## src/rtl/trk_sd_adc_pkg.sv

```systemverilog
package trk_sd_adc_pkg;
  // Action taken by the tracking counter in one cycle
  typedef enum logic [1:0] {
    OP_HOLD = 2'd0,
    OP_INC  = 2'd1,
    OP_DEC  = 2'd2
  } cnt_op_e;
endpackage

```

## src/rtl/trk_sync2.sv

```systemverilog
module trk_sync2 (
  input  logic clk,
  input  logic rst_n,
  input  logic d_i,
  output logic q_o
);
  logic meta_q;
  logic stab_q;

  always_ff @(posedge clk or negedge rst_n) begin
    if (!rst_n) begin
      meta_q <= 1'b0;
      stab_q <= 1'b0;
    end else begin
      meta_q <= d_i;
      stab_q <= meta_q;
    end
  end

  assign q_o = stab_q;
endmodule

```

## src/rtl/trk_rate_div.sv

```systemverilog
module trk_rate_div #(
  parameter int DIV = 1
) (
  input  logic clk,
  input  logic rst_n,
  output logic tick_o
);
  localparam int DW = (DIV > 1) ? $clog2(DIV) : 1;
  localparam logic [DW-1:0] LAST = DW'(DIV - 1);

  logic [DW-1:0] ph_q;
  logic [DW-1:0] ph_d;
  logic          wrap;

  always_comb begin
    wrap = (ph_q == LAST);
    ph_d = wrap ? '0 : ph_q + 1'b1;
  end

  always_ff @(posedge clk or negedge rst_n) begin
    if (!rst_n) ph_q <= '0;
    else        ph_q <= ph_d;
  end

  assign tick_o = wrap;

  generate
    if (DIV > 1) begin : g_gap

      tick_gap_chk: assert property (@(posedge clk) disable iff (!rst_n)
        tick_o |=> !tick_o);
    end
  endgenerate
endmodule

```

## src/rtl/trk_updn_ctr.sv

```systemverilog
module trk_updn_ctr
  import trk_sd_adc_pkg::*;
#(
  parameter int W = 14
) (
  input  logic         clk,
  input  logic         rst_n,
  input  logic         en_i,
  input  logic         up_i,
  output logic [W-1:0] cnt_o
);
  localparam logic [W-1:0] TOP = '1;

  cnt_op_e      op;
  logic [W-1:0] cnt_q;
  logic [W-1:0] cnt_d;

  always_comb begin
    op = OP_HOLD;
    if (en_i) begin
      if (up_i && (cnt_q != TOP))       op = OP_INC;
      else if (!up_i && (cnt_q != '0))  op = OP_DEC;
    end
    unique case (op)
      OP_INC:  cnt_d = cnt_q + 1'b1;
      OP_DEC:  cnt_d = cnt_q - 1'b1;
      default: cnt_d = cnt_q;
    endcase
  end

  always_ff @(posedge clk or negedge rst_n) begin
    if (!rst_n)    cnt_q <= '0;
    else if (en_i) cnt_q <= cnt_d;
  end

  assign cnt_o = cnt_q;


  step_up_chk: assert property (@(posedge clk) disable iff (!rst_n)
    (en_i && up_i && (cnt_q != TOP)) |=> (cnt_q == $past(cnt_q) + 1'b1));

  step_dn_chk: assert property (@(posedge clk) disable iff (!rst_n)
    (en_i && !up_i && (cnt_q != '0)) |=> (cnt_q == $past(cnt_q) - 1'b1));

  sat_top_chk: assert property (@(posedge clk) disable iff (!rst_n)
    (en_i && up_i && (cnt_q == TOP)) |=> (cnt_q == TOP));

  sat_bot_chk: assert property (@(posedge clk) disable iff (!rst_n)
    (en_i && !up_i && (cnt_q == '0)) |=> (cnt_q == '0));

  hold_chk: assert property (@(posedge clk) disable iff (!rst_n)
    !en_i |=> $stable(cnt_q));
endmodule

```

## src/rtl/trk_sd_mod.sv

```systemverilog
module trk_sd_mod #(
  parameter int W = 14
) (
  input  logic         clk,
  input  logic         rst_n,
  input  logic [W-1:0] din_i,
  output logic         bit_o
);
  localparam logic [W-1:0] TOP = '1;

  logic [W-1:0] acc_q;
  logic [W-1:0] acc_d;
  logic         bit_q;
  logic         bit_d;
  logic [W:0]   sum;

  always_comb begin
    sum   = {1'b0, acc_q} + {1'b0, din_i};
    acc_d = sum[W-1:0];
    bit_d = sum[W];
  end

  always_ff @(posedge clk or negedge rst_n) begin
    if (!rst_n) begin
      acc_q <= '0;
      bit_q <= 1'b0;
    end else begin
      acc_q <= acc_d;
      bit_q <= bit_d;
    end
  end

  assign bit_o = bit_q;


  mod_zero_chk: assert property (@(posedge clk) disable iff (!rst_n)
    (din_i == '0) |=> !bit_o);

  mod_full_chk: assert property (@(posedge clk) disable iff (!rst_n)
    ((din_i == TOP) && (acc_q != '0)) |=> bit_o);
endmodule

```

## src/rtl/trk_sd_adc.sv

```systemverilog
module trk_sd_adc #(
  parameter int CNT_W   = 14,
  parameter int RES_W   = 10,
  parameter int UPD_DIV = 1
) (
  input  logic             clk,
  input  logic             rst_n,
  input  logic             cmp_i,
  output logic             bit_o,
  output logic [RES_W-1:0] result_o
);
  localparam int LSB = CNT_W - RES_W;

  logic             cmp_s;
  logic             upd;
  logic [CNT_W-1:0] cnt;

  trk_sync2 u_sync (
    .clk   (clk),
    .rst_n (rst_n),
    .d_i   (cmp_i),
    .q_o   (cmp_s)
  );

  trk_rate_div #(.DIV(UPD_DIV)) u_div (
    .clk    (clk),
    .rst_n  (rst_n),
    .tick_o (upd)
  );

  trk_updn_ctr #(.W(CNT_W)) u_ctr (
    .clk   (clk),
    .rst_n (rst_n),
    .en_i  (upd),
    .up_i  (cmp_s),
    .cnt_o (cnt)
  );

  trk_sd_mod #(.W(CNT_W)) u_mod (
    .clk   (clk),
    .rst_n (rst_n),
    .din_i (cnt),
    .bit_o (bit_o)
  );

  assign result_o = cnt[CNT_W-1:LSB];


  rst_clear_chk: assert property (@(posedge clk)
    !rst_n |-> ((result_o == '0) && !bit_o));

  res_move_chk: assert property (@(posedge clk) disable iff (!rst_n)
    !upd |=> $stable(result_o));
endmodule

```

## config.mk

```make
export PLATFORM = sky130hd
export DESIGN_NAME = trk_sd_adc
export DESIGN_NICKNAME = d
export VERILOG_FILES = /design/src/rtl/trk_sd_adc_pkg.sv /design/src/rtl/trk_sync2.sv /design/src/rtl/trk_rate_div.sv /design/src/rtl/trk_updn_ctr.sv /design/src/rtl/trk_sd_mod.sv /design/src/rtl/trk_sd_adc.sv
export SDC_FILE = /design/constraint.sdc
export NUM_CORES = 1
export LEC_CHECK = 0
export ABC_AREA = 1
export BUFFER_PORTS_ARGS = -buffer_cell sky130_fd_sc_hd__buf_4
export CAP_MARGIN = 20
export CELL_PAD_IN_SITES_DETAIL_PLACEMENT = 1
export CELL_PAD_IN_SITES_GLOBAL_PLACEMENT = 2
export CORE_ASPECT_RATIO = 0.6
export CORE_MARGIN = 2
export CORE_UTILIZATION = 25
export DETAILED_ROUTE_END_ITERATION = 8
export MAX_ROUTING_LAYER = met4
export PLACE_DENSITY = 0.7
export SETUP_SLACK_MARGIN = 0.4
export SLEW_MARGIN = 20
export SYNTH_ARGS = -nofsm -noshare
export SYNTH_HDL_FRONTEND = slang
export SYNTH_HIERARCHICAL = 1
export SYNTH_SLANG_ARGS = --single-unit
```

## constraint.sdc

```tcl
create_clock -name clk -period 4.8 [get_ports clk]
set_clock_uncertainty 0.1 [all_clocks]
set_input_delay 0.24 -clock clk [delete_from_list [all_inputs] [get_ports clk]]
set_output_delay 0.24 -clock clk [all_outputs]
set_load 0.02 [all_outputs]
```

* Word level (Yosys, flattened, before mapping) *
Index checks and enable logic that the tools add are counted.

word-level totals
  register bits = 32
  output and inout port bits = 11
  input bits = 3
  logic and storage cells = 25

cells by class
  bitwise operators = 1
  muxes and demuxes = 5
  $add $sub $neg = 4
  reductions and logical operators = 6
  eq/ne operators = 3

operators by type and width
  operator                                                              count
  14-bit case mux with 2 select lines                                   1
  14-bit by 14-bit adder with 15-bit output                             1
  14-bit by 1-bit adder with 14-bit output, second input constant       1
  14-bit inequality test, second input constant                         1
  14-bit nonzero test                                                   1
  14-bit by 1-bit subtractor with 14-bit output, second input constant  1
  2-bit 2-to-1 mux                                                      3
  2-bit by 1-bit == test with 1-bit output, second input constant       1
  2-bit == test, second input constant                                  1
  1-bit logical AND                                                     2
  2-bit AND reduction                                                   1
  2-bit nonzero test                                                    1
  1-bit adder, second input constant                                    1
  1-bit zero test                                                       1
  1-bit 2-to-1 mux                                                      1
  1-bit NOT                                                             1

* Depth between registers and ports, before layout *
  depth in word-level cells = 8
  gate-level depth with buffers = 16
  mapped depth without buffers = 16

* Hierarchy *
The synthesis kept the hierarchy.

modules (own cells, without submodules)
  module        instances  sequential area each (um^2)  area an instance (um^2)  cells an instance
  trk_updn_ctr  1          350.3                        1373.8                   215
  trk_sd_mod    1          375.4                        1171.1                   161
  trk_sync2     1          50.0                         50.0                     2
  trk_rate_div  1          0.0                          11.3                     2

* Worst setup path before layout *
Ideal clock, no wire load.

  path type = reg2reg
  start point = reg u_ctr.cnt_q[13], in the netlist u_ctr/cnt_o[13]
  end point = reg u_ctr.cnt_q[6], in the netlist u_ctr/cnt_o[6]
  setup slack = 2.090 ns
  path buffers = 0
  library setup time = 0.117 ns
  period minus slack after synthesis = 2.710 ns
  data required time = 4.583 ns
  stages on the path, launching flop included = 14
  arrival = 2.493 ns
  cell sequence = dfrtp_1 -> nand2_1 -> nor2_1 -> nand3_1 -> o311ai_0 -> ha_1 -> ha_1 -> nand2_1 -> nand3_2 -> nand2_1 -> nand2_1 -> or2_1 -> nand3_1 -> nand2_1

on the way
  word-level cells in the longest chain between the ends = 8
  elaborated cells between the ends (all ways) = 12
  classes of those cells = eq/ne: 3; mux: 4; reduce/logical: 5

RTL lines
  what                                                                       line                RTL
  start: declaration                                                         trk_updn_ctr.sv:15  logic [W-1:0] cnt_q;
  start signal: assignment                                                   trk_updn_ctr.sv:33  else if (en_i) cnt_q <= cnt_d;
  14-bit nonzero test                                                        trk_updn_ctr.sv:22  else if (!up_i && (cnt_q != '0)) op = OP_DEC;
  1-bit logical AND                                                          trk_updn_ctr.sv:22
  2-bit 2-to-1 mux                                                           trk_updn_ctr.sv:22
  2-bit 2-to-1 mux (*)                                                       trk_updn_ctr.sv:21  if (up_i && (cnt_q != TOP)) op = OP_INC;
  2-bit 2-to-1 mux (*)                                                       trk_updn_ctr.sv:20  if (en_i) begin
  2-bit by 1-bit == test with 1-bit output or 2-bit == test (tied branches)  trk_updn_ctr.sv:24  unique case (op)
  2-bit nonzero test (no source line)                                        n/a
  2-bit AND reduction (no source line)                                       n/a

Every way passes the cells marked *; elsewhere a longest branch is shown, timed or not.
A chain may end at the register's enable or synchronous reset.

* Worst setup path in the final report *
  start point = reg u_ctr.cnt_q[1], in the netlist u_ctr/cnt_o[1]
  end point = reg u_ctr.cnt_q[6], in the netlist u_ctr/cnt_o[6]

on the way
  word-level cells in the longest chain between the ends = 8
  elaborated cells between the ends (all ways) = 14
  classes of those cells = add/sub: 2; eq/ne: 3; mux: 4; reduce/logical: 5

RTL lines
  what                                                                       line
  14-bit nonzero test                                                        trk_updn_ctr.sv:22
  1-bit logical AND                                                          trk_updn_ctr.sv:22
  2-bit 2-to-1 mux                                                           trk_updn_ctr.sv:22
  2-bit 2-to-1 mux                                                           trk_updn_ctr.sv:21
  2-bit 2-to-1 mux                                                           trk_updn_ctr.sv:20
  2-bit by 1-bit == test with 1-bit output or 2-bit == test (tied branches)  trk_updn_ctr.sv:24
  2-bit nonzero test (no source line)                                        n/a
  2-bit AND reduction (no source line)                                       n/a

Parallel ways exist; a longest one is shown, timed or not.

==> key figures <==
Synthesis
  – Largest cells by area after synthesis: dfrtp_1 30%, nand2_1 20%, ha_1 13%, inv_1 7.9%, nand3_1 5.4%
  – Synth Area in Simple Gates: a little under two fifths
  – Avg Cell Area, Syn: roughly 7 um^2
  – XOR/XNOR share of the synthesized area: roughly 4.7%
  – Synth warn: 6
  – Post-Synthesis Cell Area: 2606 um^2
  – Synth Area in Compound Gates: under 10%
  – Syn_nets: 412
  – Yosys top cell by area: dfrtp_1
  – Sequential share of the synthesized area: 29.76%
  – Synth Register Bits: 31
  – Largest family of logic cells by synthesized area: simple AND/OR/NAND/NOR gates
  – Netlist cell types: 32
  – Adder-Cell Fraction of Synth Area: 14.50%
  – Mux share of post-synthesis cell area: 0%
  – Post-Syn Instances: 380
  – Synth top area share: 29.76%

Finish
  – Final core occ: 30.59%
  – Fin nets: about 430
  – Seq. cell area: 775.7 um^2
  – Most frequent cells in the layout: 142 x nand2_1, 55 x inv_1, 31 x dfrtp_1
  – Area Overhead vs Synth: 17.19%
  – Layout cells sized above 1: 8.479%
  – Multi-input logic area: 1608 um^2
  – Post-route cell area: 3054 um^2
  – Leading cell type in the layout, fill and taps excluded: nand2_1
  – Fillers: between 1k and 1.5k
  – Antenna diode count: 0
  – Post-Layout Cell Count: approximately 540

Placed design
  – GP Congestion: 0.7999
  – Placed cells: 526
  – Port bufs: 13
  – Dpl cell area: around 2900 um^2
  – Dpl hpwl: between 6 and 7 mm

Floorplanning
  – Die Area: about 11000 um^2
  – Die height: 83.09 um
  – Row count: 28
  – Die X: 135.8 um
  – Core Box Area: between 9000 and 10000 um^2
  – Initial core utilization: 26.10%
  – # IOs: 14

CTS
  – Clock sink count: 31
  – Clock latency on the worst-skew pair: 0.29 ns
  – # H-tree levels: 2
  – CTS tree: done
  – PostCTS Resize Cnt: 0
  – Clock buffer depth: 2
  – Clock slew at reported path FFs: 0.06 ns
  – Clk root buf: clkbuf_16
  – Hold Buf Count CTS: 2
  – CTS Buf Count: 5
  – Post-CTS setup buffer count: 0

Setup path
  – Critical path peak fanout: 14
  – Critical Path Start: u_ctr/cnt_o[1]$_DFFE_PN0P_
  – Data arrival time of the worst path: 3.28 ns
  – Critical R2R Launch: u_ctr/cnt_o[1]$_DFFE_PN0P_
  – Setup Crit Path Kind: reg2reg
  – FF-to-FF path depth: 13
  – Startpoint Class: flop
  – Required time of the critical path: 4.87 ns
  – CP endpoint kind: flop

Timing
  – Final Setup Violations: 0
  – Slew @ Worst Pin: 0.7189 ns
  – Period Utilization, post-route: 66.77%
  – Setup_tns: 0 ns
  – Unrepaired setup endpoints after global routing: no
  – Pins Over Slew Limit: 0
  – Fin. Hold Viols: 0
  – Max_slew headroom: 52.08%
  – Tmin final: 3.205 ns
  – Fmax: 0.3120 GHz

Global route
  – GRT Resource Usage Total: 16.78%
  – Gr ovfl total: 0
  – Initial antenna violation count: 0
  – First-pass GRT wire length: approximately 14 mm
  – Largest net degree at the start of global routing: 32
  – Vias in the first global route: roughly 2.5k

Worst hold path
  – Hold Path Cell Cnt: 0
  – Beginning of the worst hold path: u_sync/meta_q$_DFF_PN0_
  – Hold Crit Class: reg2reg

Power and ir drop
  – PwrDens: 794.1 nW/um^2
  – Leakage: 1.681 nW
  – Total Power: 0.002425 W
  – Maximum VDD drop: 0.0002357 V

Route
  – # DRC: 0
  – DR WL/cell: ~16 um
  – Drt via density: 4.534
  – Initial DRC Count: 119
  – Post-Route WL: approximately 8.4 mm
  – DRT antenna net count: 0
  – DR vias: 2430
  – DRT Pass-1 Iters: 4

Job
  – Max-Cap Viols: 0

Outcome
  – Status: completed
## layer usage
metal	routed length [um]	GRT usage, %	part of all wire [%]	vias to the layer above
met1	4956	26.46	59	1149
li1	-	-	-	1252
met3	251	3.907	3.0	6
met5	0	-	0	-
met4	44	3.220	0.53	0
met2	3128	21.03	37	23
## worst max-delay path, stage by stage (launching register included)
cell and delay, ns:
dfrtp_1 0.52, nand2_1 0.10, nor2_1 0.09, nand3_1 0.07, o311ai_0 0.30, ha_1 0.68
ha_1 0.42, nand2_1 0.13, nand3_2 0.15, nand2_1 0.09, nand2_1 0.07, or2_1 0.21
nand3_1 0.08, nand2_1 0.06
## synthesized netlist by cell type
master,number
o21bai_1,1
xnor2_1,9
or2_1,2
dfrtp_1,31
nand3_1,28
and2_1,1
fa_1,2
buf_4,1
nor2_2,4
a21oi_4,1
o311ai_0,1
nand3_2,3
nor3_2,1
or2_0,1
ha_1,27
inv_1,55
nor2_1,23
nor2_4,1
nand4_1,9
nor4_1,1
o21ai_0,3
nor3b_1,1
o21ai_1,3
nand2_1,142
xor2_1,5
buf_2,1
inv_2,1
a21oi_1,16
conb_1,1
nor3_1,2
nand3b_1,1
nand2_2,2
## cell type report
cell class,instances,share of cell area (%)
well taps,135,5.531
clock buffers,6,4.547
flip-flops and latches,31,25.40
inverters,56,6.882
repair buffers,15,3.851
clock inverters,2,1.147
multi-input cells,291,52.64
## cells by family (layout without fill, tap and decap cells)
family	count (synthesis)	in the layout
adders and majority gates	29	29
and+or+nand+nor	222	222
AOI/OAI and AO/OA	25	25
xor gates and xnor gates	14	14
other	1	1
buffers and inverters	58	79
DFF	31	31
## where the power goes
| group | internal [W] | leakage (nW) | switching (W) | total (W) |
|---|---|---|---|---|
| logic | 0.000548 | 1.22 | 0.000925 | 0.00147 |
| clock network | 0.000258 | 0.0868 | 0.000133 | 0.000391 |
| registers | 0.000399 | 0.376 | 0.000162 | 0.000561 |
## metrics by stage
stage | hold slack, ns | setup slack (ns)
after floorplan | -0.1556 | 2.090
after global placement | 0.1368 | 1.700
after detailed placement | 0.1338 | 1.627
after CTS | 0.2495 | 1.598
after global routing | 0.2586 | 1.263
final | 0.2464 | 1.595
## path summary, 6_finish.rpt
| path | end | slack, ns |
|---|---|---|
| setup reg to reg | u_ctr/cnt_o[6]$_DFFE_PN0P_ | 1.60 |
| min in group asynchronous | u_ctr/cnt_o[9]$_DFFE_PN0P_ | 0.35 |
| max in group asynchronous | u_ctr/cnt_o[2]$_DFFE_PN0P_ | 3.92 |
| hold / removal | u_sync/q_o$_DFF_PN0_ | 0.25 |
| setup / recovery | u_ctr/cnt_o[6]$_DFFE_PN0P_ | 1.60 |
| hold reg to reg | u_sync/q_o$_DFF_PN0_ | 0.25 |
## flip-flops by register name, indices dropped and copies added (netlist names)
signal and count:
u_ctr/cnt_o 14, u_mod/bit_o 1, u_mod/acc_q 14, u_sync/q_o 1, u_sync/meta_q 1
Note: power is estimated with default switching activity, not from simulation.
